### src/rtl/serial_rot_acc_pkg.sv
// Package: default sizes and the empty-block code for the serial
// rotate-and-accumulate unit.
// Assumes: maximum expansion size 96, shift codes carried in 7 bits.
package serial_rot_acc_pkg;
    localparam int DEF_ZMAX      = 96;
    localparam int DEF_SHW       = 7;
    localparam int DEF_NULL_CODE = 97;
endpackage

### src/rtl/sra_ctrl.sv
// Module: sra_ctrl
// Sequences one block. It latches the shift and size at the start strobe,
// counts accepted bits, and steps a write position modulo the latched size.
// At the last bit it raises a one-cycle done pulse.
// Assumes: shift < z for non-empty blocks, and 1 <= z <= ZMAX.
module sra_ctrl #(
    parameter int ZMAX      = 96,
    parameter int SHW       = 7,
    parameter int NULL_CODE = 97,
    localparam int PW       = $clog2(ZMAX),
    localparam int ZW       = $clog2(ZMAX + 1)
) (
    input  logic          clk,
    input  logic          rst_n,
    input  logic          blk_start,
    input  logic [SHW-1:0] shift_in,
    input  logic [ZW-1:0] z_in,
    input  logic          bit_vld,
    output logic          busy,
    output logic          blk_done,
    output logic          wr_en,
    output logic [PW-1:0] wr_pos
);
    logic [ZW-1:0] z_q;
    logic [ZW-1:0] cnt_q;
    logic [PW-1:0] pos_q;
    logic          empty_q;
    logic          take;
    logic          last;
    logic          pos_end;

    // Decode whether a bit is taken now and whether it closes the block.
    always_comb begin
        take    = busy && bit_vld;
        last    = take && (cnt_q == ZW'(z_q - ZW'(1)));
        pos_end = (ZW'(pos_q) == ZW'(z_q - ZW'(1)));
        wr_en   = take && !empty_q;
        wr_pos  = pos_q;
    end

    // Block state: latch the setup at start, then count and wrap per bit.
    always_ff @(posedge clk) begin
        if (!rst_n) begin
            busy     <= 1'b0;
            blk_done <= 1'b0;
            z_q      <= '0;
            cnt_q    <= '0;
            pos_q    <= '0;
            empty_q  <= 1'b0;
        end else begin
            blk_done <= last;
            if (!busy && blk_start) begin
                busy    <= 1'b1;
                z_q     <= z_in;
                cnt_q   <= '0;
                empty_q <= (shift_in == SHW'(NULL_CODE));
                pos_q   <= (shift_in == SHW'(NULL_CODE)) ? '0 : PW'(shift_in);
            end else if (take) begin
                cnt_q <= cnt_q + ZW'(1);
                pos_q <= pos_end ? '0 : pos_q + PW'(1);
                if (last) begin
                    busy <= 1'b0;
                end
            end
        end
    end
endmodule

### src/rtl/sra_bank.sv
// Module: sra_bank
// Accumulator register. Each bit toggles by the serial data bit when the
// write position selects it; a clear empties every bit and wins over a write.
// Assumes: wr_pos < ZMAX whenever wr_en is high.
module sra_bank #(
    parameter int ZMAX = 96,
    localparam int PW  = $clog2(ZMAX)
) (
    input  logic            clk,
    input  logic            rst_n,
    input  logic            clr,
    input  logic            wr_en,
    input  logic [PW-1:0]   wr_pos,
    input  logic            bit_in,
    output logic [ZMAX-1:0] acc
);
    for (genvar g = 0; g < ZMAX; g++) begin : g_cell
        logic hit;
        // Select: this cell is the target of the current write.
        always_comb hit = wr_en && (wr_pos == PW'(g));
        // Cell update: clear, else toggle by the incoming bit when selected.
        always_ff @(posedge clk) begin
            if (!rst_n) begin
                acc[g] <= 1'b0;
            end else if (clr) begin
                acc[g] <= 1'b0;
            end else if (hit) begin
                acc[g] <= acc[g] ^ bit_in;
            end
        end
    end
endmodule

### src/rtl/serial_rot_acc.sv
// Module: serial_rot_acc (top)
// Bit-serial rotate-and-accumulate. A block of z bits arrives serially and is
// XORed into the accumulator as if rotated left by the shift code; code 97
// marks an empty block that is consumed without effect.
// Assumes: z is a multiple of 4 in 4..ZMAX, and shift < z unless empty.
module serial_rot_acc
    import serial_rot_acc_pkg::*;
#(
    parameter int ZMAX      = DEF_ZMAX,
    parameter int SHW       = DEF_SHW,
    parameter int NULL_CODE = DEF_NULL_CODE,
    localparam int PW       = $clog2(ZMAX),
    localparam int ZW       = $clog2(ZMAX + 1)
) (
    input  logic            clk,
    input  logic            rst_n,
    input  logic            clr,
    input  logic            blk_start,
    input  logic [SHW-1:0]  shift_in,
    input  logic [ZW-1:0]   z_in,
    input  logic            bit_vld,
    input  logic            bit_in,
    output logic            busy,
    output logic            blk_done,
    output logic [ZMAX-1:0] acc
);
    logic          wr_en;
    logic [PW-1:0] wr_pos;

    sra_ctrl #(.ZMAX(ZMAX), .SHW(SHW), .NULL_CODE(NULL_CODE)) u_ctrl (
        .clk       (clk),
        .rst_n     (rst_n),
        .blk_start (blk_start),
        .shift_in  (shift_in),
        .z_in      (z_in),
        .bit_vld   (bit_vld),
        .busy      (busy),
        .blk_done  (blk_done),
        .wr_en     (wr_en),
        .wr_pos    (wr_pos)
    );

    sra_bank #(.ZMAX(ZMAX)) u_bank (
        .clk    (clk),
        .rst_n  (rst_n),
        .clr    (clr),
        .wr_en  (wr_en),
        .wr_pos (wr_pos),
        .bit_in (bit_in),
        .acc    (acc)
    );
endmodule

### config.mk
export PLATFORM = sky130hd
export DESIGN_NAME = serial_rot_acc
export DESIGN_NICKNAME = d
export VERILOG_FILES = /design/src/rtl/serial_rot_acc_pkg.sv /design/src/rtl/sra_ctrl.sv /design/src/rtl/sra_bank.sv /design/src/rtl/serial_rot_acc.sv
export SDC_FILE = /design/constraint.sdc
export NUM_CORES = 1
export LEC_CHECK = 0
export CORE_ASPECT_RATIO = 1.2
export CORE_MARGIN = 2
export CORE_UTILIZATION = 45
export CTS_CLUSTER_DIAMETER = 30
export DETAILED_ROUTE_END_ITERATION = 8
export GPL_ROUTABILITY_DRIVEN = 0
export MAX_ROUTING_LAYER = met4
export PLACE_DENSITY = 0.75
export REMOVE_ABC_BUFFERS = 1
export SYNTH_ARGS = -nofsm -noshare
export SYNTH_HDL_FRONTEND = slang
export SYNTH_SLANG_ARGS = --single-unit
### constraint.sdc
create_clock -name clk -period 3.12 [get_ports clk]
set_input_delay 0.312 -clock clk [delete_from_list [all_inputs] [get_ports clk]]
set_output_delay 0.312 -clock clk [all_outputs]
set_load 0.02 [all_outputs]
==> flow_summary.ini, run 1 <==
[outcome]
status = complete, no violations

[logic_synthesis]
synthTopCellsByArea = dfxtp_1 45%, xor2_1 18%, nand2_1 8.8%, nor2_1 7.3%, nor3_4 3.0%
synth-edff-count = 0
postSynthCellCount = 607
yosys.area.top_type = dfxtp_1
synth.avg_cell_area_um2 = 8.822
mappedNetlistArea_um2 = 5355
yosysWarnings = 0
synth_seq_cells = 120
synthFlopType = dfxtp_1
synthArstFlopShare = 0
ys_types = 38
seq_area_frac_synth = 0.4486
synth_top_area_share = 0.4486

[clock_network]
clkSinkCount = 120
cts_max_path_buffers = 2
clock_latency_ps = 410
clk_pin_slew_ps = 60
postCtsHoldBufs = 0
cts_buffers = 17
h-tree-depth = 4
cts_setup_buffers = 0
ctsResizeCount = 0
cts_tree = yes
cts_root_buf = clkbuf_16

[route]
dr_wl_met2_um = 6462
wl_per_cell_um = 14.43
via_per_inst = 4.866
drt_wl_total_um = 12840
drc_errors = 0
drtIter0Drc = 206
route.vias.total = 4331
drt-met1-wl_um = 5622
dr.pass1.iters = 4
route.met3.wl_um = 611
routed.top_layer = met4
drtAntennaViolNets = 0

[power_and_ir_drop]
p_clk_frac = 0.513
powerDensity_nw_per_um2 = 526.4
power.switching_uw = 911.1
p_int_mw = 2.916
combPwrFrac = 0.073
p_seq_frac = 0.414
ir_drop_mv = 0.3688
swShare = 0.2380
p_leak_nw = 2.661

[sta]
slew_viol_final = 0
tightestPinTransition_ps = 849.7
period_share = 0.6947
fmax_mhz = 461.4
fin_crit_ps = 2168
fin_skew_ps = 7.528
tns_ps = 0
relSlewSlack = 0.4336
grt_setup_unrepaired = false
setup_violations = 0
finalHoldViolCount = 0
worst_hold_slack_ps = 464.6

[hold_path]
hold_class = primary input to flip-flop

[critical_path]
cp_data_arrival_time_ps = 2440
cp_max_fo = 7
critPathKind = flip-flop to flip-flop
endpoint_kind = flip-flop
critPathLaunchType = flip-flop
cp.required_ps = 3390

[global_route]
grt_pass1_vias = 4240
overflow = 0
antenna_found_initial = 0
track_usage = 0.2106
grt_max_degree = 60
grt_pass1_wl_um = 20820

[place]
port_buffers = 117
postPlaceCellArea_um2 = 6668
hpwl_um = 9146

[finish]
n_fill_cell = 973
multi_input_area_um2 = 2803
final_area_um2 = 7271
nets = 746
fin_util = 0.6286
drive_gt1_frac = 0.08322
antennaDiodeCount = 0
seq_area_um2 = 2402
syn_to_final_growth_pct = 35.77

[die]
pin_count = 118
coreArea_um2 = 11570
start_util = 0.4630
rows = 43
die_area_um2 = 12790
die_w_um = 103.6
fp.dieH_um = 123.5

[run]
max_cap_viol_count = 0
==> power groups by stage <==
stage                     sequential (mW)  combinational, mW  clock, mW
final                                1.59              0.279       1.96
after global routing                 1.59              0.304       2.07
after CTS                            1.59              0.280       2.00
after detailed placement             1.62              0.280          0
after global placement               1.62              0.273          0
after floorplan                      1.61              0.177          0
==> cells in the mapped netlist (3+ instances only) <==
cell,instances
a21boi_0,8
a21oi_1,5
a22o_1,3
and2_1,3
buf_2,9
clkbuf_1,19
dfxtp_1,120
ha_1,6
inv_1,8
nand2_1,126
nand2b_1,4
nand3_1,3
nand4_1,7
nor2_1,104
nor3_1,3
nor3_2,3
nor3_4,10
nor3b_2,3
nor4_2,4
o21ai_0,6
o22ai_1,3
o31ai_1,3
or3_1,3
xnor2_1,17
xor2_1,111
==> worst max-delay path, cell delays in order, from the launching register on <==
cell	delay [ps]
dfxtp_1	380
inv_1	100
ha_1	200
nor3b_1	410
xnor2_1	170
nand4b_1	160
nor4_4	480
o22ai_1	140
==> stage by stage <==
stage	total power, mW	setup slack (ps)	instances
final	3.827	952.5	890
after global placement	1.891	732.3	858
after CTS	3.862	943.0	890
after global routing	3.967	760.0	890
after detailed placement	1.899	602.1	858
after floorplan	1.787	805.3	577
==> flip-flops by register name (all words and copies together), names as in the netlist <==
name and flops:
u_ctrl.cnt_q 7, u_ctrl.busy 1, u_ctrl.empty_q 1, u_ctrl.blk_done 1, u_bank.acc 96, u_ctrl.z_q 7
u_ctrl.wr_pos 7
==> layer usage <==
layer,track usage,up-vias
met4,0.07601,0
li1,-,2152
met2,0.3551,132
met1,0.2502,2037
met5,-,-
met3,0.04744,10
==> worst paths after layout <==
check | to | cells past startpoint | slack [ps] | from
hold reg to reg | u_ctrl.empty_q | 2 | 490 | u_ctrl.empty_q
setup / recovery | u_ctrl.wr_pos[5] | 7 | 950 | u_ctrl.z_q[0]
setup reg to reg | u_ctrl.wr_pos[5] | 7 | 950 | u_ctrl.z_q[0]
hold / removal | u_ctrl.z_q[1] | 3 | 460 | z_in[1]
==> cell families (layout without fill, tap and decap cells) <==
| kind of cell | after synthesis | in the layout | synth area share |
|---|---|---|---|
| flip-flops | 120 | 120 | 0.4486 |
| XOR/XNOR | 128 | 128 | 0.2093 |
| AND/OR/NAND/NOR | 285 | 285 | 0.2624 |
| adder cells (fa/ha/maj) | 6 | 6 | 0.01402 |
| buffers and inverters | 38 | 164 | 0.02944 |
| AO/OA/AOI/OAI | 30 | 30 | 0.03622 |
==> final cells by class <==
cell class | instances | area share
clock inverters | 14 | 0.02392
well taps | 157 | 0.02702
clock buffers | 18 | 0.05903
multi-input cells | 449 | 0.3855
inverters | 8 | 0.004130
repair buffers | 124 | 0.1700
flip-flops and latches | 120 | 0.3304
==> placed cells by master (no fill, tap or decap), drive strengths merged, types with 6 or more instances in the layout <==
cell           synthesis  final
nand2                126    126
dfxtp                120    120
clkdlybuf4s50          0    117
xor2                 111    111
nor2                 104    104
clkbuf                19     18
xnor2                 17     17
nor3                  16     16
inv                    8     10
a21boi                 8      8
nand4                  7      7
o21ai                  7      7
buf                   11      7
ha                     6      6
No activity file was read; power rests on OpenSTA's default activity.
==> inputs of run 2 (changes only) <==
--- a/config.mk
+++ b/config.mk
@@ -12,7 +12,7 @@
 export DETAILED_ROUTE_END_ITERATION = 8
 export GPL_ROUTABILITY_DRIVEN = 0
 export MAX_ROUTING_LAYER = met4
-export PLACE_DENSITY = 0.75
+export PLACE_DENSITY = 0.78
 export REMOVE_ABC_BUFFERS = 1
 export SYNTH_ARGS = -nofsm -noshare
 export SYNTH_HDL_FRONTEND = slang
==> constraint.sdc (replaced) <==
create_clock -name clk -period 1.95 [get_ports clk]
set_input_delay 0.195 -clock clk [delete_from_list [all_inputs] [get_ports clk]]
set_output_delay 0.195 -clock clk [all_outputs]
set_load 0.02 [all_outputs]
==> flow_summary.ini, run 2 (synthesized netlist as in run 1, its figures left out) <==
[outcome]
status = complete, no violations

[global_route]
overflow = 0
grt_max_degree = 31
grt_pass1_vias = 4681
track_usage = 0.2301
grt_pass1_wl_um = 22760
antenna_found_initial = 0

[sta]
fmax_mhz = 537.6
setup_violations = 0
fin_crit_ps = 1860
tns_ps = 0
tightestPinTransition_ps = 434.9
layout_setup_ws_ps = 89.88
relSlewSlack = 0.7101
period_share = 0.9539
finalHoldViolCount = 0
fin_skew_ps = 8.141
slew_viol_final = 0

[die]
start_util = 0.4630
coreArea_um2 = 11570
pin_count = 118
rows = 43
fp.dieH_um = 123.5
die_area_um2 = 12790
die_w_um = 103.6

[clock_network]
cts_setup_buffers = 0
cts_root_buf = clkbuf_16
clk_pin_slew_ps = 60
postCtsHoldBufs = 0
cts_buffers = 17
cts_max_path_buffers = 2
h-tree-depth = 4
clkSinkCount = 120
ctsResizeCount = 0
clock_latency_ps = 410
cts_tree = yes

[place]
port_buffers = 117
hpwl_um = 9621
place_ws_ps = 75.90

[finish]
top_register = u_bank.acc
n_fill_cell = 873
seq_area_um2 = 2404
final_common_cell = nand2_1
layout_common_cells = 126 x nand2_1, 119 x dfxtp_1, 117 x clkdlybuf4s50_1
nets = 774
syn_to_final_growth_pct = 42.43
fin_util = 0.6594
multi_input_area_um2 = 2826
largest_register_ffs = 96
drive_gt1_frac = 0.1237
antennaDiodeCount = 0

[critical_path]
slowest_stage = nor4bb_1
cp_data_arrival_time_ps = 2210
critPathMaxStageDelay_ps = 340
endpoint_kind = flip-flop
cp_max_fo = 3
cp.required_ps = 2300
critPathKind = flip-flop to flip-flop
cp_cell_sequence = inv_1 -> ha_2 -> nor3b_4 -> buf_4 -> xnor2_1 -> nand3_1 -> nor4bb_1 -> buf_4 -> and2_1
crit_family = simple AND/OR/NAND/NOR gates
critPathLaunchType = flip-flop
critical_path_buf_inv_count = 3
crit_top_cell = buf_4

[route]
wl_per_cell_um = 15.11
drtAntennaViolNets = 0
drtIter0Drc = 279
route.vias.total = 4553
drc_errors = 0
drt_wl_total_um = 13860
dr.pass1.iters = 4
via_per_inst = 4.965

[power_and_ir_drop]
powerDensity_nw_per_um2 = 868.9
ir_drop_mv = 0.4506
p_leak_nw = 2.867

[hold_path]
hold_class = primary input to flip-flop

[run]
max_cap_viol_count = 0
==> run 2: metal layers <==
| layer | vias up | global-route usage | share of wire |
|---|---|---|---|
| met5 | - | - | 0 |
| met4 | 0 | 0.1039 | 0.020 |
| met3 | 24 | 0.04797 | 0.052 |
| met2 | 152 | 0.3998 | 0.51 |
| met1 | 2178 | 0.2580 | 0.41 |
| li1 | 2199 | - | - |
==> run 2: metrics by stage <==
stage | instance area (µm²) | total power [mW] | std cells | hold WS [ps]
3_3_place_gp | 6928 | 3.090 | 886 | 469.3
5_1_grt | 7627 | 6.816 | 917 | 359.2
4_1_cts | 7602 | 6.652 | 917 | 335.1
3_5_place_dp | 6928 | 3.104 | 886 | 473.2
2_1_floorplan | 5228 | 2.859 | 577 | 303.5
6_report | 7627 | 6.627 | 917 | 344.5
==> run 2: area by class of cell <==
cell class / count / area share
Clock inverter: 12 / 0.02904
Inverter: 8 / 0.003937
Timing Repair Buffer: 152 / 0.1962
Multi-Input combinational cell: 449 / 0.3706
Clock buffer: 19 / 0.05938
Sequential cell: 120 / 0.3151
Tap cell: 157 / 0.02575
==> run 2: power breakdown <==
group | internal (mW) | total (mW) | switching [mW]
Sequential | 2.48 | 2.53 | 0.0532
Clock | 2.45 | 3.55 | 1.10
Combinational | 0.234 | 0.541 | 0.307
Total | 5.17 | 6.63 | 1.46
==> run 2: final timing paths <==
kind	from	to	slack, ps	depth (start not counted)
min	z_in[5]	u_ctrl.z_q[5]	340	3
max	u_ctrl.z_q[0]	u_ctrl.blk_done	90	9
max reg2reg	u_ctrl.z_q[0]	u_ctrl.blk_done	90	9
min reg2reg	u_ctrl.empty_q	u_ctrl.empty_q	480	2
==> run 2: worst reg2reg max path, stage by stage, from the launching register on <==
cell and delay, ps:
dfxtp_1 310, inv_1 80, ha_2 220, nor3b_4 220
buf_4 150, xnor2_1 110, nand3_1 90, nor4bb_1 340
buf_4 170, and2_1 120
